$ cat src/rtl/sadma_pkg.sv
package sadma_pkg;

  typedef enum logic [1:0] {
    MODE_IO   = 2'd0,
    MODE_IDLE = 2'd1,
    MODE_RPT  = 2'd2,
    MODE_RSV  = 2'd3
  } mode_e;

  typedef enum logic [2:0] {
    SRC_TMR0 = 3'd0,
    SRC_TMR1 = 3'd1,
    SRC_TMR2 = 3'd2,
    SRC_TMR3 = 3'd3,
    SRC_TXE  = 3'd4,
    SRC_RXF  = 3'd5,
    SRC_EXT  = 3'd6,
    SRC_NONE = 3'd7
  } src_e;

  typedef enum logic [1:0] {
    ST_IDLE = 2'd0,
    ST_RD   = 2'd1,
    ST_WR   = 2'd2
  } st_e;

  typedef struct packed {
    src_e  src;
    logic  irq_en;
    logic  dec;
    logic  word;
    mode_e mode;
    logic  en;
  } ctl_t;

  localparam logic [1:0] SEL_MEM = 2'd0;
  localparam logic [1:0] SEL_IO  = 2'd1;
  localparam logic [1:0] SEL_CNT = 2'd2;
  localparam logic [1:0] SEL_CTL = 2'd3;

endpackage

$ cat src/rtl/sadma_req_sel.sv
module sadma_req_sel
  import sadma_pkg::*;
#(
  parameter int TMR_N   = 4,
  parameter bit IS_B_CH = 1'b1
) (
  input  logic             clk,
  input  logic             rst_n,
  input  src_e             src,
  input  logic [TMR_N-1:0] tmr_req,
  input  logic             sci_txe,
  input  logic             sci_rxf,
  input  logic             ext_req,
  output logic             hit,
  output logic             to_mem
);

  logic ext_ok;

  generate
    if (IS_B_CH) begin : g_b_ch
      assign ext_ok = ext_req;
    end else begin : g_a_ch
      assign ext_ok = 1'b0;
    end
  endgenerate

  always_comb begin
    hit = 1'b0;
    for (int i = 0; i < TMR_N; i++) begin
      if (int'(src) == i) hit = tmr_req[i];
    end
    case (src)
      SRC_TXE: hit = sci_txe;
      SRC_RXF: hit = sci_rxf;
      SRC_EXT: hit = ext_ok;
      default: ;
    endcase
  end

  assign to_mem = (src == SRC_RXF);


  a_ch_no_ext_chk: assert property (@(posedge clk) disable iff (!rst_n)
    (!IS_B_CH && src == SRC_EXT) |-> !hit);

endmodule

$ cat src/rtl/sadma_addr_unit.sv
module sadma_addr_unit
  import sadma_pkg::*;
#(
  parameter int MEM_AW = 24,
  parameter int IO_AW  = 8,
  parameter int CNT_W  = 16
) (
  input  logic              clk,
  input  logic              rst_n,
  input  logic              wr_en,
  input  logic [1:0]        wr_sel,
  input  logic [MEM_AW-1:0] wr_data,
  input  logic              step,
  input  mode_e             mode,
  input  logic              word,
  input  logic              dec,
  output logic [MEM_AW-1:0] mem_addr,
  output logic [MEM_AW-1:0] io_addr,
  output logic              last
);

  localparam int PAGE_W = MEM_AW - IO_AW;

  logic [MEM_AW-1:0] mem_init_q, mem_init_d, mem_cur_q, mem_cur_d;
  logic [CNT_W-1:0]  cnt_init_q, cnt_init_d, cnt_cur_q, cnt_cur_d;
  logic [IO_AW-1:0]  io_q, io_d;
  logic [MEM_AW-1:0] stride;
  logic              upd_en;

  assign stride   = word ? MEM_AW'(2) : MEM_AW'(1);
  assign last     = (cnt_cur_q == CNT_W'(1));
  assign mem_addr = mem_cur_q;
  assign io_addr  = {{PAGE_W{1'b1}}, io_q};
  assign upd_en   = wr_en | step;

  always_comb begin
    mem_init_d = mem_init_q;
    mem_cur_d  = mem_cur_q;
    cnt_init_d = cnt_init_q;
    cnt_cur_d  = cnt_cur_q;
    io_d       = io_q;
    if (wr_en) begin
      case (wr_sel)
        SEL_MEM: begin
          mem_init_d = wr_data;
          mem_cur_d  = wr_data;
        end
        SEL_IO:  io_d = wr_data[IO_AW-1:0];
        SEL_CNT: begin
          cnt_init_d = wr_data[CNT_W-1:0];
          cnt_cur_d  = wr_data[CNT_W-1:0];
        end
        default: ;
      endcase
    end else if (step) begin
      if (mode == MODE_RPT && last) begin
        mem_cur_d = mem_init_q;
        cnt_cur_d = cnt_init_q;
      end else begin
        cnt_cur_d = cnt_cur_q - CNT_W'(1);
        if (mode != MODE_IDLE) begin
          mem_cur_d = dec ? (mem_cur_q - stride) : (mem_cur_q + stride);
        end
      end
    end
  end

  always_ff @(posedge clk or negedge rst_n) begin
    if (!rst_n) begin
      mem_init_q <= '0;
      mem_cur_q  <= '0;
      cnt_init_q <= '0;
      cnt_cur_q  <= '0;
      io_q       <= '0;
    end else if (upd_en) begin
      mem_init_q <= mem_init_d;
      mem_cur_q  <= mem_cur_d;
      cnt_init_q <= cnt_init_d;
      cnt_cur_q  <= cnt_cur_d;
      io_q       <= io_d;
    end
  end


  idle_addr_hold_chk: assert property (@(posedge clk) disable iff (!rst_n)
    (step && !wr_en && mode == MODE_IDLE) |=> ($stable(mem_addr) && $stable(io_addr)));


  rpt_reload_chk: assert property (@(posedge clk) disable iff (!rst_n)
    (step && !wr_en && mode == MODE_RPT && last) |=> (mem_addr == mem_init_q));

endmodule

$ cat src/rtl/sadma_ctrl.sv
module sadma_ctrl
  import sadma_pkg::*;
#(
  parameter int MEM_AW = 24,
  parameter int DW     = 16
) (
  input  logic              clk,
  input  logic              rst_n,
  input  logic              ctl_we,
  input  ctl_t              ctl_wdata,
  input  logic              req_hit,
  input  logic              to_mem,
  input  logic [MEM_AW-1:0] mem_addr,
  input  logic [MEM_AW-1:0] io_addr,
  input  logic              last,
  input  logic              bus_ack,
  input  logic [DW-1:0]     bus_rdata,
  output logic              bus_req,
  output logic              bus_we,
  output logic              bus_word,
  output logic [MEM_AW-1:0] bus_addr,
  output logic [DW-1:0]     bus_wdata,
  output logic              step,
  output ctl_t              ctl,
  output logic              irq
);

  st_e           st_q, st_d;
  ctl_t          ctl_q, ctl_d;
  logic          pend_q, pend_d;
  logic          done_q, done_d;
  logic [DW-1:0] dbuf_q, dbuf_d;

  assign ctl = ctl_q;

  always_comb begin
    st_d   = st_q;
    ctl_d  = ctl_q;
    pend_d = pend_q;
    done_d = done_q;
    dbuf_d = dbuf_q;
    step   = 1'b0;
    case (st_q)
      ST_IDLE: begin
        if (ctl_q.en && (req_hit || pend_q)) begin
          st_d   = ST_RD;
          pend_d = 1'b0;
        end
      end
      ST_RD: begin
        if (req_hit && ctl_q.en) pend_d = 1'b1;
        if (bus_ack) begin
          dbuf_d = bus_rdata;
          st_d   = ST_WR;
        end
      end
      ST_WR: begin
        if (req_hit && ctl_q.en) pend_d = 1'b1;
        if (bus_ack) begin
          step = 1'b1;
          st_d = ST_IDLE;
          if (last && ctl_q.mode != MODE_RPT) begin
            ctl_d.en = 1'b0;
            pend_d   = 1'b0;
            done_d   = 1'b1;
          end
        end
      end
      default: st_d = ST_IDLE;
    endcase
    if (ctl_we) begin
      ctl_d  = ctl_wdata;
      done_d = 1'b0;
      pend_d = 1'b0;
    end
  end

  always_ff @(posedge clk or negedge rst_n) begin
    if (!rst_n) begin
      st_q   <= ST_IDLE;
      ctl_q  <= '0;
      pend_q <= 1'b0;
      done_q <= 1'b0;
      dbuf_q <= '0;
    end else begin
      st_q   <= st_d;
      ctl_q  <= ctl_d;
      pend_q <= pend_d;
      done_q <= done_d;
      dbuf_q <= dbuf_d;
    end
  end

  assign bus_req   = (st_q != ST_IDLE);
  assign bus_we    = (st_q == ST_WR);
  assign bus_word  = ctl_q.word;
  assign bus_addr  = (bus_we ^ to_mem) ? io_addr : mem_addr;
  assign bus_wdata = ctl_q.word ? dbuf_q : DW'(dbuf_q[7:0]);
  assign irq       = done_q & ctl_q.irq_en;


  wr_follows_rd_chk: assert property (@(posedge clk) disable iff (!rst_n)
    (bus_req && bus_we) |-> $past(bus_req && !bus_we && bus_ack));


  io_page_chk: assert property (@(posedge clk) disable iff (!rst_n)
    (bus_req && (bus_we != to_mem)) |-> (&bus_addr[MEM_AW-1:8]));


  done_disables_chk: assert property (@(posedge clk) disable iff (!rst_n)
    $rose(done_q) |-> !ctl_q.en);


  rpt_stays_on_chk: assert property (@(posedge clk) disable iff (!rst_n)
    (step && ctl_q.mode == MODE_RPT && !ctl_we) |=> (ctl_q.en && !irq));


  off_no_bus_chk: assert property (@(posedge clk) disable iff (!rst_n)
    (st_q == ST_IDLE && !ctl_q.en) |=> !bus_req);

endmodule

$ cat src/rtl/sadma_channel.sv
module sadma_channel
  import sadma_pkg::*;
#(
  parameter int MEM_AW  = 24,
  parameter int IO_AW   = 8,
  parameter int CNT_W   = 16,
  parameter int DW      = 16,
  parameter int TMR_N   = 4,
  parameter bit IS_B_CH = 1'b1
) (
  input  logic              clk,
  input  logic              rst_n,
  input  logic              cfg_we,
  input  logic [1:0]        cfg_sel,
  input  logic [MEM_AW-1:0] cfg_wdata,
  input  logic [TMR_N-1:0]  tmr_req,
  input  logic              sci_txe,
  input  logic              sci_rxf,
  input  logic              ext_req,
  output logic              bus_req,
  output logic              bus_we,
  output logic              bus_word,
  output logic [MEM_AW-1:0] bus_addr,
  output logic [DW-1:0]     bus_wdata,
  input  logic [DW-1:0]     bus_rdata,
  input  logic              bus_ack,
  output logic              irq
);

  localparam int CTL_W = $bits(ctl_t);

  logic [1:0]        rst_sync_q;
  logic              rst_ns;
  logic              hit, to_mem, last, step, ctl_we;
  logic [MEM_AW-1:0] mem_addr, io_addr;
  ctl_t              ctl;

  always_ff @(posedge clk or negedge rst_n) begin
    if (!rst_n) rst_sync_q <= 2'b00;
    else        rst_sync_q <= {rst_sync_q[0], 1'b1};
  end
  assign rst_ns = rst_sync_q[1];
  assign ctl_we = cfg_we && (cfg_sel == SEL_CTL);

  sadma_req_sel #(.TMR_N(TMR_N), .IS_B_CH(IS_B_CH)) u_req_sel (
    .clk(clk), .rst_n(rst_ns), .src(ctl.src), .tmr_req(tmr_req),
    .sci_txe(sci_txe), .sci_rxf(sci_rxf), .ext_req(ext_req),
    .hit(hit), .to_mem(to_mem)
  );

  sadma_addr_unit #(.MEM_AW(MEM_AW), .IO_AW(IO_AW), .CNT_W(CNT_W)) u_addr (
    .clk(clk), .rst_n(rst_ns), .wr_en(cfg_we), .wr_sel(cfg_sel),
    .wr_data(cfg_wdata), .step(step), .mode(ctl.mode), .word(ctl.word),
    .dec(ctl.dec), .mem_addr(mem_addr), .io_addr(io_addr), .last(last)
  );

  sadma_ctrl #(.MEM_AW(MEM_AW), .DW(DW)) u_ctrl (
    .clk(clk), .rst_n(rst_ns), .ctl_we(ctl_we),
    .ctl_wdata(ctl_t'(cfg_wdata[CTL_W-1:0])), .req_hit(hit), .to_mem(to_mem),
    .mem_addr(mem_addr), .io_addr(io_addr), .last(last), .bus_ack(bus_ack),
    .bus_rdata(bus_rdata), .bus_req(bus_req), .bus_we(bus_we),
    .bus_word(bus_word), .bus_addr(bus_addr), .bus_wdata(bus_wdata),
    .step(step), .ctl(ctl), .irq(irq)
  );

endmodule

$ cat config.mk
export PLATFORM = sky130hd
export DESIGN_NAME = sadma_channel
export DESIGN_NICKNAME = d
export VERILOG_FILES = /design/src/rtl/sadma_pkg.sv /design/src/rtl/sadma_req_sel.sv /design/src/rtl/sadma_addr_unit.sv /design/src/rtl/sadma_ctrl.sv /design/src/rtl/sadma_channel.sv
export SDC_FILE = /design/constraint.sdc
export NUM_CORES = 1
export LEC_CHECK = 0
export BUFFER_PORTS_ARGS = -buffer_cell sky130_fd_sc_hd__buf_2
export CAP_MARGIN = 20
export CELL_PAD_IN_SITES_DETAIL_PLACEMENT = 2
export CELL_PAD_IN_SITES_GLOBAL_PLACEMENT = 2
export CORE_MARGIN = 10
export CORE_UTILIZATION = 39
export DETAILED_ROUTE_END_ITERATION = 10
export PLACE_DENSITY_LB_ADDON = 0.1
export SYNTH_ARGS = -nofsm -noshare
export SYNTH_HDL_FRONTEND = slang
export SYNTH_SLANG_ARGS = --single-unit
$ cat constraint.sdc
create_clock -name clk -period 9.05 [get_ports clk]
set_clock_uncertainty 0.05 [all_clocks]
set_input_delay 1.81 -clock clk [delete_from_list [all_inputs] [get_ports clk]]
set_output_delay 1.81 -clock clk [all_outputs]
set_load 0.03 [all_outputs]
==> reports/summary.txt, run 1 <==
I/O pins -> 97
Crit path required time -> 9.31 ns
Area of the multi-input gates -> 3850 µm²
Initial antenna violation count -> 0
Register area -> 2980 µm²
GP Congestion -> 0.792
Pwr dens -> 365 nW/µm²
Static Leak -> 3.80 nW
Vias in the first global route -> 6939
Clock sink count -> 119
Post-Syn Instances -> 772
Crit-path leading delay family -> simple AND/OR/NAND/NOR gates
Root buffer cell -> clkbuf_16
Largest net degree at the start of global routing -> 62
Clock slew seen by the registers of the worst setup and hold paths -> 0.06 ns
CP most frequent cell -> buf_4
Outcome -> completed
Post-route antenna net violation count -> 0
Worst Setup Slack, final -> 4.55 ns
Share of layout cells above drive strength 1 -> 23.9%
Count of warnings emitted by yosys -> 0
CP peak stage delay -> 0.80 ns
Chip height -> 155 µm
Worst Path Buf+Inv -> 4
Reg2reg end -> u_addr.mem_addr[23]$_DFFE_PN0P_
Area leader, netlist -> dfrtp_1
Distinct cell type count after synthesis -> 67
Worst rel slew slack -> 28.0%
Worst EP arrival -> 4.75 ns
CP Capture Type -> flop
Crit Path Max Fanout -> 55
Worst Path Class, Setup -> in2reg
Drt drc -> 0
Via Count -> 6160
Wire per inst -> 22.0 µm
PortBufs -> 96
# diodes -> 0
Number of synthesized flops with an enable pin -> 0
Hold EP -> rst_sync_q[1]$_DFF_PN0_
Horiz. Die Dim -> 155 µm
HP Start -> rst_sync_q[0]$_DFF_PN0_
Asr flop ratio synth -> 100%
CTS resizes -> 0
Minimum clock period -> 4.50 ns
Die Area -> 24000 µm²
Startpoint class of the critical path -> primary input
Router iterations before antenna repair -> 4
Clock tree buffer depth -> 2
Final hold slack -> 0.303 ns
Via-to-Cell Ratio -> 5.63
H-Tree Depth -> 4
Post-synth top area share -> 41.9%
Upper clock frequency limit -> 222 MHz
RSZ-0062 raised after global routing -> false
Starting Density -> 39.6%
Reg2Reg Setup Slack -> 5.46 ns
Least-Margin Pin Slew -> 1.08 ns
Worst reg2reg startpoint -> u_ctrl.ctl[4]$_DFFE_PN0P_
Area contributors post-synth -> dfrtp_1, mux2_2, nand2_1
Maxcap violations -> 0
Overflow after GRT -> 0
Filler cell count -> 1962
Cell area after layout -> 8360 µm²
Row Count -> 49
Crit-path cells -> buf_2 -> buf_4 -> inv_1 -> or3_1 -> o21ai_2 -> buf_4 -> nand2_2 -> a21o_1 -> nor4b_1 -> nor3_1
Sequential fraction of the synthesis area -> 41.9%
Netlist Area Pre-Place -> 7110 µm²
Crit. path cell count -> 10
Total track usage -> 20.3%
Worst IR drop on VDD -> 151 µV
Final hold violation count -> 0
Setup WS pre-CTS -> 4.09 ns
Iteration-0 DRC Markers -> 280
Hold depth -> 0
Setup-failing EPs final -> 0
FF+latch count, synth -> 119
Ys flop type -> dfrtp_1
Core area -> 18000 µm²
First-pass GRT wire length -> 38.9 mm
Hpwl dp -> 17.3 mm
Period utilisation layout -> 49.7%
Synth Net Count -> 854
Clk Latency, worst-skew pair -> 0.43 ns
Cts bufs inserted -> 17
Post-Route WL -> 24.1 mm
Final nets -> 934
Post-CTS setup buffers -> 0
Final setup TNS -> 0 ns
Worst hold path class -> reg2reg
Avg Synthesized Cell Area -> 9.21 µm²
CTS tree -> built
Hold buffer count at cts -> 0
Critical Path Slowest Stage Cell -> or3_1
Layout area overhead -> 17.5%
Post-place instance area -> 7730 µm²
Final Max Slew Viols -> 0
Worst R2R Path Depth -> 12
[power by group]
part           switching [mW]  total, mW  internal, mW  leakage (nW)
Combinational           0.907       1.48         0.577          2.09
Sequential              0.168      0.877         0.709          1.42
Clock                   0.259      0.690         0.431         0.286
[cells by family (layout without fill, tap and decap cells)]
kind of cell / Yosys count / in the layout / share of synthesized area, %
flip-flops: 119 / 119 / 41.9
other: 1 / 1 / 0.0527
XOR/XNOR: 34 / 34 / 4.19
AO/OA/AOI/OAI: 192 / 192 / 17.0
buffers and inverters: 63 / 156 / 4.19
AND/OR/NAND/NOR: 277 / 277 / 18.3
multiplexers: 57 / 57 / 9.15
adder cells (fa/ha/maj): 29 / 29 / 5.21
[metrics by stage]
step,power [mW],util (%),std cells
6_report,3.05,46.5,1094
5_1_grt,3.29,46.5,1094
4_1_cts,3.07,46.3,1092
3_5_place_dp,2.36,43.0,1060
3_3_place_gp,2.28,43.0,1060
2_1_floorplan,1.94,-,772
[cell type report]
type / count / area share (%)
clock buffer: 19 / 5.18
inverter: 17 / 0.764
clock inverter: 13 / 1.87
multi-input combinational: 590 / 46.1
tap: 229 / 3.43
sequential: 119 / 35.7
timing repair buffer: 107 / 7.02
[worst max-delay path by stage]
stage,from,end,slack (ns)
final,cfg_we,u_addr.mem_addr[23]$_DFFE_PN0P_,4.55
after global routing,cfg_we,u_addr.mem_addr[23]$_DFFE_PN0P_,4.23
after CTS,cfg_we,u_addr.mem_addr[23]$_DFFE_PN0P_,4.52
after detailed placement,cfg_we,u_addr.mem_addr[23]$_DFFE_PN0P_,4.09
after global placement,cfg_we,u_addr.mem_addr[23]$_DFFE_PN0P_,4.23
after floorplan,u_ctrl.st_q[0]$_DFFE_PN0P_,bus_addr[4],5.20
[flip-flops by register name (all words and copies together), names as in the netlist]
name               flops
u_addr.cnt_init_q     16
u_addr.mem_init_q     24
u_ctrl.bus_word        1
u_ctrl.dbuf_q         16
u_addr.cnt_cur_q      16
u_ctrl.ctl             8
u_ctrl.st_q            2
u_ctrl.pend_q          1
rst_sync_q             2
u_addr.io_q            8
u_addr.mem_addr       24
u_ctrl.done_q          1
[synth_stat cells, drive strengths merged (2+ instances only)]
cell type and number:
dfrtp 119, nand2 116, nor2 66, a21oi 62, mux2 54, o21ai 50
ha 28, clkbuf 25, nand2b 25, buf 21, xor2 18, inv 17
xnor2 16, nand3 15, o211ai 15, a211oi 13, or3 13, nor3 11
and2 10, a21o 9, a31oi 9, a221oi 6, nor2b 4, nor4 4
a211o 3, a21boi 3, and3 3, nand3b 3, o31ai 3, a221o 2
a311oi 2, a41oi 2, mux2i 2, nand4 2, o2111ai 2, o21a 2
o21bai 2
[cells in the final DEF (no fill, tap or decap), types with 8 or more instances in the layout]
cell / instances
dfrtp_1: 118
nand2_1: 115
buf_2: 96
nor2_1: 65
a21oi_1: 62
mux2_2: 54
o21ai_0: 47
ha_1: 28
nand2b_1: 25
xor2_1: 18
inv_1: 17
clkbuf_16: 17
xnor2_1: 15
o211ai_1: 15
nand3_1: 15
a211oi_1: 12
or3_1: 12
and2_1: 10
a31oi_1: 9
a21o_1: 9
buf_4: 9
nor3_1: 8
[layer usage]
layer  vias to the layer above  wire length (µm)  track usage [%]
met5                         -                 0                0
met1                      3178             10400             25.2
met2                        89             12400             35.3
li1                       2869                 -                -
met3                        24              1030             4.05
met4                         0               274             4.45
Power figures use the tool's default switching activity.
==> run 2: changes to the inputs <==
--- a/config.mk
+++ b/config.mk
@@ -10,7 +10,7 @@
 export CELL_PAD_IN_SITES_DETAIL_PLACEMENT = 2
 export CELL_PAD_IN_SITES_GLOBAL_PLACEMENT = 2
 export CORE_MARGIN = 10
-export CORE_UTILIZATION = 39
+export CORE_UTILIZATION = 36
 export DETAILED_ROUTE_END_ITERATION = 10
 export PLACE_DENSITY_LB_ADDON = 0.1
 export SYNTH_ARGS = -nofsm -noshare
==> constraint.sdc (replaced) <==
create_clock -name clk -period 4.6 [get_ports clk]
set_clock_uncertainty 0.05 [all_clocks]
set_input_delay 0.92 -clock clk [delete_from_list [all_inputs] [get_ports clk]]
set_output_delay 0.92 -clock clk [all_outputs]
set_load 0.03 [all_outputs]
==> reports/summary.txt, run 2 (same netlist as run 1, synthesis figures left out) <==
Wire per inst -> 21.2 µm (-3.8%)
CP Capture Type -> flop
Worst Path Class, Setup -> reg2reg
Power Total -> 6.01 mW (+97%)
Layout area overhead -> 18.2%
Worst Path Buf+Inv -> 0 (-4)
Pwr dens -> 715 nW/µm² (+96%)
Final hold violation count -> 0 (unchanged)
Crit-path cells -> nand2_1 -> fa_1 -> nand2b_1 -> a21oi_1 -> o2111ai_1 -> o21ai_1 -> o31a_1 -> a21oi_1 -> xor2_1 -> a221oi_1
Router iterations before antenna repair -> 4 (unchanged)
Register area -> 2980 µm² (unchanged)
Final nets -> 936 (+0.21%)
Final setup TNS -> 0 ns (unchanged)
CP peak stage delay -> 0.96 ns (+0.16 ns)
Post-place instance area -> 7800 µm² (+0.87%)
Setup WS pre-CTS -> 1.06 ns (-3.03 ns)
Clock tree buffer depth -> 2 (unchanged)
Startpoint class of the critical path -> flop
H-Tree Depth -> 4 (unchanged)
Initial antenna violation count -> 0 (unchanged)
Die Area -> 25800 µm² (+7.2%)
Post-Route WL -> 23.9 mm (-0.53%)
Commonest cells after routing, fill and taps aside -> dfrtp_1, nand2_1, buf_2
RSZ-0062 raised after global routing -> false
Chip height -> 161 µm (+3.6%)
Crit-path leading delay family -> compound AO/OA/AOI/OAI gates
Drt drc -> 0 (unchanged)
Row Count -> 51 (+4.1%)
Least-Margin Pin Slew -> 1.02 ns (-0.0599 ns)
Critical Path Slowest Stage Cell -> dfrtp_1
Iteration-0 DRC Markers -> 278 (-0.71%)
Final Max Slew Viols -> 0 (unchanged)
I/O pins -> 97 (unchanged)
Worst hold path class -> in2async
Crit path required time -> 4.87 ns (-4.44 ns)
CP most frequent cell -> a21oi_1
Post-route antenna net violation count -> 0 (unchanged)
Filler cell count -> 2166 (+10%)
Via Count -> 6112 (-0.78%)
Commonest non-fill, non-tap cell in the layout -> dfrtp_1
Clock slew seen by the registers of the worst setup and hold paths -> 0.06 ns (about the same)
First-pass GRT wire length -> 39.0 mm (+0.14%)
Share of layout cells above drive strength 1 -> 24.0% (+0.088 points)
Static Leak -> 3.81 nW (+0.31%)
Maxcap violations -> 0 (unchanged)
Worst IR drop on VDD -> 302 µV (+100%)
Area of the multi-input gates -> 3850 µm² (unchanged)
Worst rel slew slack -> 32.0% (+4.0 points)
Root buffer cell -> clkbuf_16
Clk Latency, worst-skew pair -> 0.42 ns (about the same)
Upper clock frequency limit -> 279 MHz
Worst EP arrival -> 3.85 ns (-0.90 ns)
Outcome -> completed
PortBufs -> 96 (unchanged)
Horiz. Die Dim -> 161 µm (+3.6%)
Hpwl dp -> 17.1 mm (-1.2%)
Final Non-Filler Cells -> 1131 (+3.4%)
Overflow after GRT -> 0 (unchanged)
Via-to-Cell Ratio -> 5.40 (-4.0%)
Worst Setup Slack, final -> 1.02 ns (-3.54 ns)
Cts bufs inserted -> 17 (unchanged)
Largest net degree at the start of global routing -> 55 (-11%)
Minimum clock period -> 3.58 ns
Core area -> 19500 µm² (+8.3%)
Crit Path Max Fanout -> 24 (-56%)
Hold buffer count at cts -> 0 (unchanged)
Cell area after layout -> 8410 µm² (+0.58%)
Post-CTS setup buffers -> 0 (unchanged)
Clock sink count -> 119 (unchanged)
Starting Density -> 36.5% (-3.0 points)
CTS tree -> built
Vias in the first global route -> 6936 (-0.043%)
Period utilisation layout -> 77.9%
Total track usage -> 18.8% (-1.5 points)
# diodes -> 0 (unchanged)
CTS resizes -> 0 (unchanged)
GP Congestion -> 0.860 (+8.7%)
Setup-failing EPs final -> 0 (unchanged)
DP Cell Count -> 1099 (+3.7%)
==> run 2: cell types whose count changed in the layout (fill, tap and decap cells not counted), moves of 2 or more <==
cell | before | now
clkbuf_8 | 0 | 5
clkinvlp_4 | 2 | 0
buf_4 | 9 | 12
clkinv_2 | 5 | 3
==> run 2: where the power goes <==
part           total (mW)  leakage (nW)  switching (mW)  internal, mW
clock                1.36         0.296           0.495         0.865
sequential           1.73          1.42           0.336          1.39
combinational        2.92          2.10            1.79          1.13
total                6.01          3.81            2.62          3.39
==> run 2: worst paths after layout <==
kind	start	endpoint	slack, ns	depth (start not counted)
worst max-delay path	u_ctrl.ctl[4]$_DFFE_PN0P_	u_addr.mem_addr[18]$_DFFE_PN0P_	1.02	10
worst min-delay path	rst_n	rst_sync_q[1]$_DFF_PN0_	0.22	1
worst max register to register	u_ctrl.ctl[4]$_DFFE_PN0P_	u_addr.mem_addr[18]$_DFFE_PN0P_	1.02	10
worst min register to register	rst_sync_q[0]$_DFF_PN0_	rst_sync_q[1]$_DFF_PN0_	0.30	0
max in group asynchronous	rst_sync_q[1]$_DFF_PN0_	u_addr.mem_addr[15]$_DFFE_PN0P_	3.17	1
min in group clk	rst_sync_q[0]$_DFF_PN0_	rst_sync_q[1]$_DFF_PN0_	0.30	0
==> run 2: routing by layer <==
| metal | up-vias | GRT usage [%] | wire, µm |
|---|---|---|---|
| li1 | 2869 | - | - |
| met1 | 3147 | 24.6 | 11000 |
| met2 | 75 | 32.0 | 12000 |
| met3 | 21 | 2.91 | 731 |
| met4 | 0 | 4.22 | 214 |
| met5 | - | 0 | 0 |
==> run 2: final cells by class <==
cell class                      instances  share of cell area [%]
Sequential cell                       119                    35.5
Tap cell                              265                    3.94
Timing Repair Buffer                  109                    6.97
Inverter                               17                   0.759
Multi-Input combinational cell        590                    45.8
Clock inverter                          7                    1.10
Clock buffer                           24                    5.97
==> run 2: stage by stage <==
| stage | utilization, % | hold slack (ns) |
|---|---|---|
| 2_1_floorplan | - | 0.281 |
| 3_3_place_gp | 40.1 | 0.288 |
| 3_5_place_dp | 40.1 | 0.298 |
| 4_1_cts | 43.1 | 0.206 |
| 5_1_grt | 43.2 | 0.208 |
| 6_report | 43.2 | 0.218 |
==> run 3: changes to the inputs <==
--- a/config.mk
+++ b/config.mk
@@ -10,7 +10,7 @@
 export CELL_PAD_IN_SITES_DETAIL_PLACEMENT = 2
 export CELL_PAD_IN_SITES_GLOBAL_PLACEMENT = 2
 export CORE_MARGIN = 10
-export CORE_UTILIZATION = 36
+export CORE_UTILIZATION = 33
 export DETAILED_ROUTE_END_ITERATION = 10
 export PLACE_DENSITY_LB_ADDON = 0.1
 export SYNTH_ARGS = -nofsm -noshare
==> constraint.sdc (replaced) <==
create_clock -name clk -period 3.15 [get_ports clk]
set_clock_uncertainty 0.05 [all_clocks]
set_input_delay 0.63 -clock clk [delete_from_list [all_inputs] [get_ports clk]]
set_output_delay 0.63 -clock clk [all_outputs]
set_load 0.03 [all_outputs]
==> reports/summary.txt, run 3 (same netlist as run 1, synthesis figures left out) <==
Outcome -> completed
Root buffer cell -> clkbuf_16
Crit-path leading delay family -> compound AO/OA/AOI/OAI gates
Iteration-0 DRC Markers -> 258 (-7.2%)
Drt drc -> 0 (unchanged)
Worst reg2reg startpoint -> u_addr.mem_addr[0]$_DFFE_PN0P_
H-Tree Depth -> 4 (unchanged)
Hpwl dp -> 18.0 mm (+5.2%)
Largest net degree at the start of global routing -> 55 (unchanged)
Post-Route WL -> 24.9 mm (+3.9%)
CTS tree -> built
Reg2reg end -> u_addr.mem_addr[18]$_DFFE_PN0P_
Worst EP arrival -> 3.28 ns (-0.57 ns)
DP Cell Count -> 1121 (+2.0%)
Worst hold path class -> reg2reg
Final hold violation count -> 0 (unchanged)
Hold depth -> 0
Commonest non-fill, non-tap cell in the layout -> dfrtp_1
# diodes -> 0 (unchanged)
Least-Margin Pin Slew -> 0.799 ns (-0.219 ns)
Period utilisation layout -> 95.4% (+17 points)
Worst R2R Path Depth -> 11 (+1)
Crit path required time -> 3.43 ns (-1.44 ns)
Post-route antenna net violation count -> 0 (unchanged)
Final hold slack -> 0.310 ns (+0.0920 ns)
Static Leak -> 3.86 nW (+1.4%)
Chip height -> 167 µm (+3.9%)
Total track usage -> 17.9% (-0.89 points)
Crit Path Max Fanout -> 4 (-83%)
Crit. path cell count -> 11 (+1)
CP peak stage delay -> 0.40 ns (-0.56 ns)
Initial antenna violation count -> 0 (unchanged)
Setup-failing EPs final -> 0 (unchanged)
Worst Path Class, Setup -> reg2reg
CP Capture Point -> u_addr.mem_addr[18]$_DFFE_PN0P_
Startpoint class of the critical path -> flop
CP most frequent cell -> a21oi_1
Setup WS pre-CTS -> 0.118 ns (-0.939 ns)
Commonest cells after routing, fill and taps aside -> dfrtp_1, nand2_1, buf_2
First-pass GRT wire length -> 40.4 mm (+3.7%)
Critical Path Slowest Stage Cell -> fa_1
Reg2Reg Setup Slack -> 0.15 ns (-0.87 ns)
Worst Setup SP -> u_addr.mem_addr[0]$_DFFE_PN0P_
Final setup TNS -> 0 ns (unchanged)
Worst rel slew slack -> 46.8% (+15 points)
Horiz. Die Dim -> 167 µm (+3.9%)
Filler cell count -> 2322 (+7.2%)
Worst Path Buf+Inv -> 1 (+1)
I/O pins -> 97 (unchanged)
Clock sink count -> 119 (unchanged)
Via-to-Cell Ratio -> 5.35 (-1.0%)
Die Area -> 27800 µm² (+7.9%)
Cts bufs inserted -> 17 (unchanged)
Maxcap violations -> 0 (unchanged)
Row Count -> 53 (+3.9%)
Pwr dens -> 1040 nW/µm² (+45%)
Minimum clock period -> 3.00 ns (-0.578 ns)
Core area -> 21100 µm² (+8.4%)
CP Capture Type -> flop
Via Count -> 6179 (+1.1%)
Wire per inst -> 21.5 µm (+1.8%)
Layout area overhead -> 20.0%
Upper clock frequency limit -> 333 MHz (+19%)
Router iterations before antenna repair -> 4 (unchanged)
PortBufs -> 96 (unchanged)
Worst Setup Slack, final -> 0.145 ns (-0.872 ns)
Worst IR drop on VDD -> 458 µV (+52%)
Share of layout cells above drive strength 1 -> 26.0% (+2.0 points)
Final Non-Filler Cells -> 1155 (+2.1%)
Clock tree buffer depth -> 2 (unchanged)
Final Max Slew Viols -> 0 (unchanged)
Clk Latency, worst-skew pair -> 0.43 ns (about the same)
Crit-path cells -> inv_1 -> ha_1 -> fa_1 -> nand2b_1 -> a21oi_1 -> o2111ai_1 -> o21ai_2 -> o31a_1 -> a21oi_1 -> xor2_1 -> a221oi_1
Clock slew seen by the registers of the worst setup and hold paths -> 0.07 ns (about the same)
Vias in the first global route -> 6951 (+0.22%)
GP Congestion -> 0.864 (+0.37%)
Final nets -> 949 (+1.4%)
Overflow after GRT -> 0 (unchanged)
Starting Density -> 33.7% (-2.8 points)
run 3: layer usage:
metal	track usage, %	vias up	share of wire (%)	routed length (µm)
met4	3.59	0	0.74	184
met1	24.3	3193	48	11900
li1	-	2909	-	-
met2	29.3	61	49	12200
met5	0	-	0	0
met3	3.13	16	2.6	656
run 3: layout make-up:
class	count	area, µm²	area share (%)
Clock buffer	17	425	4.99
Clock inverter	15	153	1.79
Inverter	17	63.8	0.748
Multi-Input combinational cell	590	3880	45.5
Sequential cell	119	2980	34.9
Tap cell	275	344	4.03
Timing Repair Buffer	122	686	8.04
run 3: repair_timing:
action | 4_1_cts | 5_1_grt
gates resized for setup | 0 | 8
endpoints found under the setup margin | 0 | 7
hold buffers | 1 | 0
endpoints found under the hold margin | 2 | 0
setup buffers | 0 | 1
run 3: worst reg2reg max path, delay by kind of cell (launching register included):
family                     cells  cell delay (ns)
adders and majority gates      2             0.63
and+or+nand+nor                1             0.20
AOI/OAI and AO/OA              6             1.42
xor gates and xnor gates       1             0.16
buffers and inverters          1             0.07
DFF                            1             0.37
run 3: through the flow:
stage / power, mW / util, % / cell area [µm²]
floorplan: 5.58 / - / 7110
global placement: 6.60 / 37.5 / 7900
detailed placement: 6.82 / 37.5 / 7900
CTS: 8.88 / 40.2 / 8490
global route: 9.51 / 40.5 / 8530
finish: 8.84 / 40.5 / 8530
run 3: where the power goes:
group / leakage [nW] / switching (mW) / total, mW / internal [mW]
clock: 0.278 / 0.849 / 1.97 / 1.12
sequential: 1.42 / 0.470 / 2.50 / 2.03
combinational: 2.17 / 2.67 / 4.37 / 1.70
run 3: how the worst min path moves through the flow:
stage	from	endpoint	slack (ns)
6_report	rst_sync_q[0]$_DFF_PN0_	rst_sync_q[1]$_DFF_PN0_	0.31
5_1_grt	rst_sync_q[0]$_DFF_PN0_	rst_sync_q[1]$_DFF_PN0_	0.33
4_1_cts	rst_sync_q[0]$_DFF_PN0_	rst_sync_q[1]$_DFF_PN0_	0.32
3_5_place_dp	rst_sync_q[0]$_DFF_PN0_	rst_sync_q[1]$_DFF_PN0_	0.30
3_3_place_gp	rst_sync_q[0]$_DFF_PN0_	rst_sync_q[1]$_DFF_PN0_	0.29
2_1_floorplan	rst_n	rst_sync_q[0]$_DFF_PN0_	0.28
